$ cat src/rtl/cbl_pkg.sv
`timescale 1ns/1ps
package cbl_pkg;
   typedef enum logic [1:0] {
      OP_START = 2'd0,
      OP_SEND  = 2'd1,
      OP_RECV  = 2'd2,
      OP_STOP  = 2'd3
   } cbl_op_e;

   typedef enum logic [2:0] {
      ST_START1, ST_DEVW, ST_WADDR, ST_START2, ST_DEVR, ST_READ, ST_STOP, ST_END
   } cbl_st_e;
endpackage

$ cat src/rtl/cbl_seq.sv
`timescale 1ns/1ps
module cbl_seq
   import cbl_pkg::*;
#(
   parameter logic [6:0] DEV_ADDR = 7'h50,
   parameter int EE_AW = 11,
   parameter logic [EE_AW-1:0] EE_BASE = 11'h010,
   parameter int TOTAL = 20,
   parameter int CNT_W = 5
) (
   input  logic             clk,
   input  logic             rst_n,
   input  logic             cmd_done,
   input  logic             cmd_nack,
   output logic             cmd_valid,
   output cbl_op_e          cmd_op,
   output logic [7:0]       cmd_wdata,
   output logic             cmd_rd_ack,
   output logic             rd_fire,
   output logic [CNT_W-1:0] rd_idx,
   output logic             fin,
   output logic             aborted
);
   localparam int HI_W = EE_AW - 8;
   localparam logic [CNT_W-1:0] LAST = CNT_W'(TOTAL - 1);

   logic [6:0] dev_sel;
   generate
      if (HI_W > 0) begin : g_blk_bits
         assign dev_sel = {DEV_ADDR[6:HI_W], EE_BASE[EE_AW-1:8]};
      end else begin : g_flat
         assign dev_sel = DEV_ADDR;
      end
   endgenerate

   cbl_st_e          st;
   logic [CNT_W-1:0] idx;
   logic             fire;

   assign fire = cmd_valid && cmd_done;

   always_ff @(posedge clk) begin
      if (!rst_n) begin
         st      <= ST_START1;
         idx     <= '0;
         aborted <= 1'b0;
      end else if (fire) begin
         case (st)
            ST_START1: st <= ST_DEVW;
            ST_DEVW, ST_WADDR, ST_DEVR: begin
               if (cmd_nack) begin
                  aborted <= 1'b1;
                  st      <= ST_STOP;
               end else if (st == ST_DEVW) begin
                  st <= ST_WADDR;
               end else if (st == ST_WADDR) begin
                  st <= ST_START2;
               end else begin
                  st <= ST_READ;
               end
            end
            ST_START2: st <= ST_DEVR;
            ST_READ: begin
               idx <= idx + 1'b1;
               if (idx == LAST) st <= ST_STOP;
            end
            ST_STOP: st <= ST_END;
            default: st <= ST_END;
         endcase
      end
   end

   always_comb begin
      cmd_valid = (st != ST_END);
      cmd_wdata = 8'h00;
      case (st)
         ST_START1, ST_START2: cmd_op = OP_START;
         ST_DEVW:  begin cmd_op = OP_SEND; cmd_wdata = {dev_sel, 1'b0}; end
         ST_WADDR: begin cmd_op = OP_SEND; cmd_wdata = EE_BASE[7:0]; end
         ST_DEVR:  begin cmd_op = OP_SEND; cmd_wdata = {dev_sel, 1'b1}; end
         ST_READ:  cmd_op = OP_RECV;
         default:  cmd_op = OP_STOP;
      endcase
   end

   assign cmd_rd_ack = (idx != LAST);
   assign rd_fire    = fire && (st == ST_READ);
   assign rd_idx     = idx;
   assign fin        = fire && (st == ST_STOP);
endmodule

$ cat src/rtl/cbl_region_sum.sv
`timescale 1ns/1ps
module cbl_region_sum #(
   parameter int LO    = 0,
   parameter int LEN   = 12,
   parameter int CNT_W = 5
) (
   input  logic             clk,
   input  logic             rst_n,
   input  logic             byte_vld,
   input  logic [CNT_W-1:0] byte_idx,
   input  logic [7:0]       byte_val,
   output logic             mismatch
);
   localparam logic [CNT_W-1:0] FIRST = CNT_W'(LO);
   localparam logic [CNT_W-1:0] CHK   = CNT_W'(LO + LEN);

   logic [7:0] acc;
   logic [7:0] chk;

   always_ff @(posedge clk) begin
      if (!rst_n) begin
         acc <= 8'h00;
         chk <= 8'h00;
      end else if (byte_vld) begin
         if (byte_idx >= FIRST && byte_idx < CHK) acc <= acc + byte_val;
         if (byte_idx == CHK) chk <= byte_val;
      end
   end

   assign mismatch = (acc != chk);
endmodule

$ cat src/rtl/cfg_boot_loader.sv
`timescale 1ns/1ps
module cfg_boot_loader
   import cbl_pkg::*;
#(
   parameter logic [6:0] DEV_ADDR = 7'h50,
   parameter int EE_AW = 11,
   parameter logic [EE_AW-1:0] EE_BASE = 11'h010,
   parameter int CFG_LEN = 12,
   parameter int OFS_LEN = 6,
   parameter int RAM_AW = 5
) (
   input  logic              clk,
   input  logic              rst_n,
   output logic              cmd_valid,
   output logic [1:0]        cmd_op,
   output logic [7:0]        cmd_wdata,
   output logic              cmd_rd_ack,
   input  logic              cmd_done,
   input  logic              cmd_nack,
   input  logic [7:0]        cmd_rdata,
   output logic              ram_we,
   output logic [RAM_AW-1:0] ram_addr,
   output logic [7:0]        ram_wdata,
   output logic              done,
   output logic              cfg_err,
   output logic              ofs_err,
   output logic              nodev_err
);
   localparam int TOTAL   = CFG_LEN + OFS_LEN + 2;
   localparam int CNT_W   = $clog2(TOTAL + 1);
   localparam int NREGION = 2;

   generate
      if (EE_AW < 8 || EE_AW > 11) begin : g_bad_aw
         $error("EE_AW must be within 8..11");
      end
      if (TOTAL > (1 << RAM_AW)) begin : g_bad_ram
         $error("window does not fit the RAM address range");
      end
      if (int'(EE_BASE) + TOTAL > (1 << EE_AW)) begin : g_bad_base
         $error("window runs past the EEPROM address range");
      end
   endgenerate

   cbl_op_e          op;
   logic             rd_fire;
   logic [CNT_W-1:0] rd_idx;
   logic             fin;
   logic             aborted;
   logic [NREGION-1:0] mism;

   cbl_seq #(
      .DEV_ADDR(DEV_ADDR), .EE_AW(EE_AW), .EE_BASE(EE_BASE),
      .TOTAL(TOTAL), .CNT_W(CNT_W)
   ) u_seq (
      .clk(clk), .rst_n(rst_n), .cmd_done(cmd_done), .cmd_nack(cmd_nack),
      .cmd_valid(cmd_valid), .cmd_op(op), .cmd_wdata(cmd_wdata),
      .cmd_rd_ack(cmd_rd_ack), .rd_fire(rd_fire), .rd_idx(rd_idx),
      .fin(fin), .aborted(aborted)
   );

   assign cmd_op = op;

   generate
      for (genvar g = 0; g < NREGION; g++) begin : g_region
         localparam int LO  = (g == 0) ? 0 : CFG_LEN + 1;
         localparam int LEN = (g == 0) ? CFG_LEN : OFS_LEN;
         cbl_region_sum #(.LO(LO), .LEN(LEN), .CNT_W(CNT_W)) u_sum (
            .clk(clk), .rst_n(rst_n), .byte_vld(rd_fire), .byte_idx(rd_idx),
            .byte_val(cmd_rdata), .mismatch(mism[g])
         );
      end
   endgenerate

   always_ff @(posedge clk) begin
      if (!rst_n) begin
         ram_we    <= 1'b0;
         ram_addr  <= '0;
         ram_wdata <= 8'h00;
         done      <= 1'b0;
         cfg_err   <= 1'b0;
         ofs_err   <= 1'b0;
         nodev_err <= 1'b0;
      end else begin
         ram_we <= rd_fire;
         if (rd_fire) begin
            ram_addr  <= RAM_AW'(rd_idx);
            ram_wdata <= cmd_rdata;
         end
         if (fin) begin
            done      <= 1'b1;
            nodev_err <= aborted;
            cfg_err   <= !aborted && mism[0];
            ofs_err   <= !aborted && mism[1];
         end
      end
   end
endmodule

$ cat config.mk
export PLATFORM = sky130hd
export DESIGN_NAME = cfg_boot_loader
export DESIGN_NICKNAME = d
export VERILOG_FILES = /design/src/rtl/cbl_pkg.sv /design/src/rtl/cbl_seq.sv /design/src/rtl/cbl_region_sum.sv /design/src/rtl/cfg_boot_loader.sv
export SDC_FILE = /design/constraint.sdc
export NUM_CORES = 1
export LEC_CHECK = 0
export CORE_MARGIN = 2
export CORE_UTILIZATION = 57
export CTS_BUF_LIST = sky130_fd_sc_hd__clkbuf_2 sky130_fd_sc_hd__clkbuf_4 sky130_fd_sc_hd__clkbuf_8
export DETAILED_ROUTE_END_ITERATION = 10
export PLACE_DENSITY = 0.82
export SLEW_MARGIN = 0
export SYNTH_ARGS = -nofsm -noshare
export SYNTH_HDL_FRONTEND = slang
export SYNTH_SLANG_ARGS = --single-unit
$ cat constraint.sdc
create_clock -name clk -period 2.3 [get_ports clk]
set_clock_uncertainty 0.05 [all_clocks]
set_input_delay 0.23 -clock clk [delete_from_list [all_inputs] [get_ports clk]]
set_output_delay 0.23 -clock clk [all_outputs]
set_load 0.02 [all_outputs]
# Yosys cells after proc, flatten, opt, wreduce, memory -nomap -nowiden
# Index checks and enable logic that the tools add are counted.
# op_classes
n_addsub	3
order_cmp	4
n_eq_ne	13
muxes	7
reduce_logical	18
# ops
cell	n
8-bit one-hot mux with 3 select lines	1
8-bit adder	2
8-bit inequality test	2
3-bit two-way mux	4
3-bit one-hot mux with 4 select lines	1
2-bit AND reduction	6
3-bit == test, second input constant	3
1-bit logical AND	7
3-bit by 2-bit == test with 1-bit output, second input constant	2
2-bit one-hot mux with 3 select lines	1
5-bit by 1-bit adder with 5-bit output, second input constant	1
5-bit by 4-bit == test with 1-bit output, second input constant	1
5-bit == test, second input constant	1
5-bit by 1-bit >= comparator with 1-bit output, second input constant	1
5-bit by 4-bit >= comparator with 1-bit output, second input constant	1
5-bit by 4-bit less-than comparator with 1-bit output, second input constant	1
5-bit less-than comparator, second input constant	1
5-bit inequality test, second input constant	1
3-bit by 1-bit == test with 1-bit output, second input constant	1
3-bit zero test	1
3-bit inequality test, second input constant	1
3-bit AND reduction	1
3-bit OR reduction	1
2-bit by 1-bit inequality test with 1-bit output, second input constant	1
other kinds (2)	2
# totals
ff_bits	59
in_bits	12
out_inout_bits	30
word_cells	59

# Depth between registers and ports, before layout
# Gate-level depths: netlist of run 1.
# depth
depth_word	5
depth_mapped	8

# Cells and area by module
# Synthesis of run 1 repeated with hierarchy kept, for this count alone.
# unflattened
cells_unflattened	361
area_unflattened_um2	3313.2
# modules_own_cells
module	n_inst	cells_per_inst	area_each_um2
cbl_region_sum (g_region[1].u_sum)	1	115	1027.2
cbl_region_sum (g_region[0].u_sum)	1	116	1017.2
cfg_boot_loader	1	58	683.2
cbl_seq	1	72	585.6

# Worst setup path before layout of run 1
# OpenSTA, ideal clock, no wires.
# synth_timing
path_type	register -> register
startpoint	register g_region[1].u_sum.acc[0]
endpoint	register g_region[1].u_sum.acc[6]
setup_time_ns	0.116
arrival_time_ns	1.698
t_required_ns	2.134
path_slack_ns	0.436
stages_incl_launch_ff	9
cell_sequence	dfxtp_1 > ha_1 > inv_1 > fa_1 > nor2b_1 > o21a_1 > o21a_1 > o311ai_0 > a31o_2
# synth_via
elab_chain_len	1
# synth_lines
item	line_no	source
from (decl)	cbl_region_sum.sv:17	logic [7:0] acc;
from (signal assigned)	cbl_region_sum.sv:25	if (byte_idx >= FIRST && byte_idx < CHK) acc <= acc + byte_val;
8-bit adder	cbl_region_sum.sv:25	
# Every way passes these cells.
# A chain may end at the register's enable or synchronous reset.

# Worst setup path in the final report of run 1
# layout_timing
startpoint	input port cmd_rdata[0]
endpoint	register g_region[1].u_sum.acc[6]
# layout_via
elab_chain_len	1
# layout_lines
item	line_no	source
from (decl)	cfg_boot_loader.sv:20	input logic [7:0] cmd_rdata,
8-bit adder	cbl_region_sum.sv:25	
# Every way passes these cells.

==> out/metrics.yaml, run 1 <==
clocking:
  hold_buffers: 0
  clk_latency_ns: 0.34
  cts-root-buf: "clkbuf_8"
  clk_pin_slew_worst_paths_ns: 0.07
  htreeDepth: 3
  cts_buffers: 9
  cts_tree: "yes"
  clockBufferDepth: 2
  cts_sinks: 59
layout:
  layout_common_cells: "nand2_1, dfxtp_1, a21oi_1, clkdlybuf4s50_1, nor2_1"
  drive_above_1_share_pct: 11.2
  n_fill_cell: 450
  utilization_pct: 72.0
  antenna_cells: 0
  fin_nets: 464
  syn_to_final_growth_pct: 23.5
  design_area_um2: 3920
  layout_commonest_cell: "nand2_1"
timing:
  post-route-period-util_pct: 97.7
  drv_slew: 0
  hold_viol_final: 0
  relSlewSlack_pct: 61.3
  min_period_ns: 2.25
  max_freq_mhz: 445
  setup_viol: 0
  tightest_slew_ns: 0.575
detailed_routing:
  dr.first_iter.drc_count: 84
  wl_met3_um: 425
  via_count: 2812
  viasPerCell: 5.51
  wire_per_inst_um: 14.6
  drc_errors: 0
  ant_nets: 0
  dr.pass1.iters: 4
  wirelength_mm: 7.47
  wl_met2_mm: 3.74
  met1_length_mm: 3.10
  routed.top_layer: "met4"
placed_design:
  placedInstanceArea_um2: 3700
  hpwl_mm: 5.32
  gp_congestion: 0.892
  io_buffers: 37
synthesis:
  synth_area_leaders: "dfxtp_1, nand2_1, a21oi_1, ha_1, xor2_1"
  synth_edf_count: 0
  syn_area_per_cell_um2: 8.24
  yosys_register_bits: 59
  synth_warnings: 0
  synth.top_cell.area_share_pct: 37.2
  ys_seq_area_share_pct: 37.2
  synth_top_area_cell: "dfxtp_1"
  syn_inst: 385
  netlist_area_um2: 3170
  async_flop_share_pct: 0
  synth_cell_types: 51
  synthFlopType: "dfxtp_1"
critical_path:
  start_kind: "primary input"
  critical_path_arrival_ns: 2.43
  endpoint_kind: "flop"
  critical_path_class: "primary input to flop"
  worst-path-max-fanout: 3
  rr_worst_depth: 8
  reg2reg_setup_slack_ns: 0.07
  cp_data_required_time_ns: 2.48
power:
  pwr-share-comb_pct: 9.7
  leakage_uw: 0.00159
  power.total_uw: 2200
  p_sw_share_pct: 24.5
  power_switching_uw: 538
  sequentialPowerShare_pct: 47.3
  intPower_uw: 1660
  ir_worst_vdd_mv: 0.392
  power_density_nw_per_um2: 561
  p_clk_share_pct: 43.0
grt:
  overflow: 0
  grt_pass1_wl_mm: 12.2
  antenna_found_initial: 0
  grt_pass1_vias: 2681
  grt_usage_pct: 25.7
  grt_max_degree: 32
floorplanning:
  start_util_pct: 58.3
  ios: 42
  dieArea_um2: 6180
  coreArea_um2: 5440
  die_h_um: 78.6
  rows: 27
  die_w_um: 78.6
worst_hold_path:
  hold_depth: 2
  hold_path.class: "flop to flop"
run_status:
  status: "completed"
flow_run:
  maxCapViolCount: 0
==> cells in the mapped netlist, drive strengths merged (2+ instances only) <==
| master | instances |
|---|---|
| a21o | 5 |
| ha | 17 |
| o21ai | 6 |
| a221oi | 2 |
| inv | 14 |
| a211oi | 7 |
| clkbuf | 11 |
| and2 | 3 |
| buf | 16 |
| a21oi | 44 |
| nor3b | 2 |
| nor2 | 32 |
| nor4 | 5 |
| o21a | 5 |
| o31ai | 3 |
| nor2b | 4 |
| nor3 | 6 |
| fa | 2 |
| dfxtp | 59 |
| xor2 | 19 |
| mux2i | 13 |
| or3 | 4 |
| nand2 | 60 |
| and3 | 4 |
| nand2b | 7 |
| xnor2 | 5 |
| nand3 | 12 |
==> area by class of cell <==
| cell class | count | area (µm²) | area share [%] |
|---|---|---|---|
| clock buffer | 11 | 145 | 3.70 |
| clock inverter | 5 | 52.6 | 1.34 |
| inverter | 14 | 52.6 | 1.34 |
| multi-input combinational | 288 | 1820 | 46.3 |
| sequential | 59 | 1180 | 30.2 |
| tap | 72 | 90.1 | 2.30 |
| timing repair buffer | 61 | 578 | 14.8 |
==> through the flow <==
stage / hold slack [ns] / TNS, ns / setup slack (ns) / std cells
floorplan: 0.316 / 0 / 0.436 / 388
global placement: 0.382 / -0.0340 / -0.0328 / 493
detailed placement: 0.387 / -0.257 / -0.131 / 493
CTS: 0.397 / 0 / 0.0314 / 509
global route: 0.433 / -0.0233 / -0.0233 / 510
finish: 0.393 / 0 / 0.0522 / 510
==> final timing paths <==
kind                                                 to                                  start
hold reg to reg                       done$_SDFFE_PN0P_                      done$_SDFFE_PN0P_
setup reg to reg  g_region[1].u_sum.acc[6]$_SDFFE_PN0P_  g_region[1].u_sum.acc[0]$_SDFFE_PN0P_
setup / recovery  g_region[1].u_sum.acc[6]$_SDFFE_PN0P_                           cmd_rdata[0]
hold / removal                        done$_SDFFE_PN0P_                      done$_SDFFE_PN0P_
==> layer usage <==
metal / up-vias / track usage, %
met1: 1296 / 30.4
met3: 14 / 6.32
met5: - / 0
li1: 1411 / -
met4: 0 / 13.0
met2: 91 / 43.2
==> registers in the layout (all words and copies together) (netlist names), 3 cells and up <==
signal,count
g_region.u_sum.acc,16
g_region.u_sum.chk,16
ram_addr,5
ram_wdata,8
u_seq.rd_idx,5
u_seq.st,3
==> cells by family (layout without fill, tap and decap cells) <==
kind of cell | count (synthesis) | count (layout) | synth area share (%)
AND/OR/NAND/NOR | 144 | 144 | 21.2
AO/OA/AOI/OAI | 83 | 83 | 16.3
flip-flops | 59 | 59 | 37.2
buffers and inverters | 41 | 91 | 6.15
XOR/XNOR | 24 | 24 | 6.63
adder cells (fa/ha/maj) | 20 | 20 | 8.28
multiplexers | 13 | 13 | 4.10
other | 1 | 4 | 0.118
==> repair_timing <==
item / in CTS / in global routing
buffers inserted: 0 / 1
gates resized for setup: 1 / 4
hold endpoints to repair: 0 / 0
pin swaps: 0 / 1
setup endpoints to repair: 1 / 3
==> critical path: stages <==
cell	delay, ns
clkdlybuf4s50_1	0.52
ha_1	0.21
inv_1	0.07
fa_1	0.43
nor2b_2	0.19
o21a_1	0.21
o21a_1	0.14
o311ai_0	0.15
a31o_2	0.28
==> power groups by stage <==
stage | sequential, µW | clock [µW] | combinational [µW]
after CTS | 1040 | 964 | 212
after floorplan | 1060 | 0 | 126
after global routing | 1040 | 998 | 231
after global placement | 1060 | 0 | 206
final | 1040 | 945 | 212
after detailed placement | 1060 | 0 | 210
Power figures use the tool's default switching activity.
==> run 2, diff against run 1 <==
- clock period: 2.3 -> 2.1 ns (I/O delays scaled with it)
==> run 2 against run 1 <==
Net effect:
- clock-buffer cell count up 1
- clock power up 13%
- register-to-register slack better by 0.03 ns
- design area up 2.8%
- first-iteration DRC count up 73%
- combinational power up 13%
- die area unchanged
- critical path depth down 1
- sequential share of layout area down 0.76 points
- cell count up 2.0%
- sequential cell count unchanged
- critical path type is now flop to flop
==> out/metrics.yaml, run 2 (synthesized netlist as in run 1, its figures left out) <==
power:
  power_switching_uw: 579  # was 538 µW
  p_sw_share_pct: 23.6  # was 24.5%
  leakage_uw: 0.00167  # was 0.00159 µW
  intPower_uw: 1870  # was 1660 µW
  ir_worst_vdd_mv: 0.478  # was 0.392 mV
  pwr-share-comb_pct: 9.8  # was 9.7%
  p_clk_share_pct: 43.6  # was 43.0%
  power_density_nw_per_um2: 608  # was 561 nW/µm²
  sequentialPowerShare_pct: 46.6  # was 47.3%
critical_path:
  setup.worst_path.start: "g_region[1].u_sum.acc[0]$_SDFFE_PN0P_"  # was cmd_rdata[0]
  endpoint_kind: "flop"  # unchanged
  cp_data_required_time_ns: 2.29  # was 2.48 ns
  start_kind: "flop"  # was primary input
  critical_path_arrival_ns: 2.19  # was 2.43 ns
  cp-endpoint: "g_region[1].u_sum.acc[6]$_SDFFE_PN0P_"  # unchanged
  worst-path-max-fanout: 3  # unchanged
  rr_startpoint: "g_region[1].u_sum.acc[0]$_SDFFE_PN0P_"  # unchanged
  reg2reg_setup_slack_ns: 0.10  # was 0.07 ns
  critical_path_class: "flop to flop"  # was primary input to flop
  rr_worst_depth: 8  # unchanged
  rr_endpoint: "g_region[1].u_sum.acc[6]$_SDFFE_PN0P_"  # unchanged
grt:
  grt_pass1_wl_mm: 12.3  # was 12.2 mm
  grt_max_degree: 37  # was 32
  grt_usage_pct: 25.7  # about the same
  overflow: 0  # unchanged
  antenna_found_initial: 0  # unchanged
  grt_pass1_vias: 2701  # was 2681
clocking:
  cts-root-buf: "clkbuf_8"  # unchanged
  htreeDepth: 3  # unchanged
  cts_tree: "yes"  # unchanged
  cts_sinks: 59  # unchanged
  clk_pin_slew_worst_paths_ns: 0.06  # was 0.07 ns
  clockBufferDepth: 2  # unchanged
  clk_latency_ns: 0.35  # was 0.34 ns
  cts_buffers: 9  # unchanged
floorplanning:
  dieArea_um2: 6180  # unchanged
  die_h_um: 78.6  # unchanged
  start_util_pct: 58.3  # unchanged
  ios: 42  # unchanged
  rows: 27  # unchanged
  coreArea_um2: 5440  # unchanged
  die_w_um: 78.6  # unchanged
timing:
  setup_viol: 0  # unchanged
  min_period_ns: 2.00
  hold_viol_final: 0  # unchanged
  rsz0062_at_grt: "no"
  relSlewSlack_pct: 66.1  # was 61.3%
  post-route-period-util_pct: 95.1
  tightest_slew_ns: 0.504  # was 0.575 ns
  max_freq_mhz: 501
  finalWorstSetupSlack_ns: 0.103  # was 0.0522 ns
  drv_slew: 0  # unchanged
detailed_routing:
  drc_errors: 0  # unchanged
  wirelength_mm: 7.43  # was 7.47 mm
  ant_nets: 0  # unchanged
  via_count: 2855  # was 2812
  dr.pass1.iters: 4  # unchanged
  wire_per_inst_um: 14.3  # was 14.6 µm
  dr.first_iter.drc_count: 145  # was 84
  viasPerCell: 5.49  # was 5.51
placed_design:
  gp_congestion: 0.898  # was 0.892
  place_ws_ns: -0.276  # was -0.131 ns
  placedInstanceArea_um2: 3790  # was 3700 µm²
  hpwl_mm: 5.38  # was 5.32 mm
  io_buffers: 37  # unchanged
  dp_cells: 505  # was 493
layout:
  layout.area.seq_um2: 1190  # was 1180 µm²
  utilization_pct: 74.1  # was 72.0%
  layout_common_cells: "nand2_1, dfxtp_1, a21oi_1, clkdlybuf4s50_1, buf_4"  # was nand2_1, dfxtp_1, a21oi_1, clkdlybuf4s50_1, nor2_1
  final_cells: 520  # was 510
  top_regs: "g_region.u_sum.acc x16, g_region.u_sum.chk x16, ram_wdata x8"  # unchanged
  antenna_cells: 0  # unchanged
  layout_commonest_cell: "nand2_1"  # unchanged
  fin_nets: 476  # was 464
  design_area_um2: 4030  # was 3920 µm²
  multi_input_area_um2: 1830  # was 1820 µm²
  drive_above_1_share_pct: 13.8  # was 11.2%
  syn_to_final_growth_pct: 27.0  # was 23.5%
  n_fill_cell: 406  # was 450
flow_run:
  maxCapViolCount: 0  # unchanged
worst_hold_path:
  hold_path.class: "primary input to flop"  # was flop to flop
run_status:
  status: "completed"  # unchanged
==> run 2: worst min-delay path by stage <==
stage / from / to / slack (ns) / cells after the start
5_1_grt: cmd_rdata[0] / ram_wdata[0]$_SDFFE_PN0N_ / 0.30 / 4
3_3_place_gp: done$_SDFFE_PN0P_ / done$_SDFFE_PN0P_ / 0.38 / 2
4_1_cts: done$_SDFFE_PN0P_ / done$_SDFFE_PN0P_ / 0.40 / 2
3_5_place_dp: done$_SDFFE_PN0P_ / done$_SDFFE_PN0P_ / 0.39 / 2
2_1_floorplan: cmd_rdata[0] / ram_wdata[0]$_SDFFE_PN0N_ / 0.30 / 2
6_report: cmd_rdata[0] / g_region[1].u_sum.chk[0]$_SDFFE_PN0P_ / 0.28 / 4
==> run 2: worst max-delay path, cell delays in order, from the launching register on <==
cell and delay, ns:
dfxtp_2 0.36, ha_2 0.21, inv_1 0.06, fa_1 0.38, nor2b_1 0.12, o21a_1 0.16, o21a_1 0.13, o311ai_0 0.13
a31o_2 0.28
==> run 2: cell type report <==
class,instances,area share (%)
multi-input cells,288,45.4
repair buffers,73,16.6
well taps,72,2.24
clock buffers,12,4.10
clock inverters,2,0.870
flip-flops and latches,59,29.5
inverters,14,1.30
==> run 2: stage by stage <==
step                      setup TNS [ns]  total power [µW]  hold WS [ns]
after floorplan                        0              1300         0.296
after detailed placement           -1.25              1400         0.393
final                                  0              2450         0.280
after global placement            -0.958              1400         0.382
after CTS                              0              2470         0.403
after global routing                   0              2540         0.305
==> run 2: routing by layer <==
| layer | vias to the layer above | track usage, % | wire length [µm] |
|---|---|---|---|
| met5 | - | 0 | 0 |
| met4 | 0 | 13.0 | 206 |
| met3 | 18 | 6.67 | 400 |
| met2 | 78 | 43.6 | 3600 |
| met1 | 1330 | 29.9 | 3220 |
| li1 | 1429 | - | - |
==> run 2: timing repair <==
| item | in CTS | in global routing |
|---|---|---|
| resized for setup | 5 | 6 |
| endpoints found under the setup margin | 2 | 6 |
| pin swaps | 0 | 2 |
| hold buffers | 0 | 0 |
| buffers inserted | 0 | 1 |
==> run 2: power by group through the flow <==
stage | logic, µW | clock network [µW] | registers, µW
after global routing | 260 | 1140 | 1140
after detailed placement | 239 | 0 | 1170
final | 240 | 1070 | 1140
after CTS | 240 | 1090 | 1140
after floorplan | 138 | 0 | 1160
after global placement | 235 | 0 | 1170
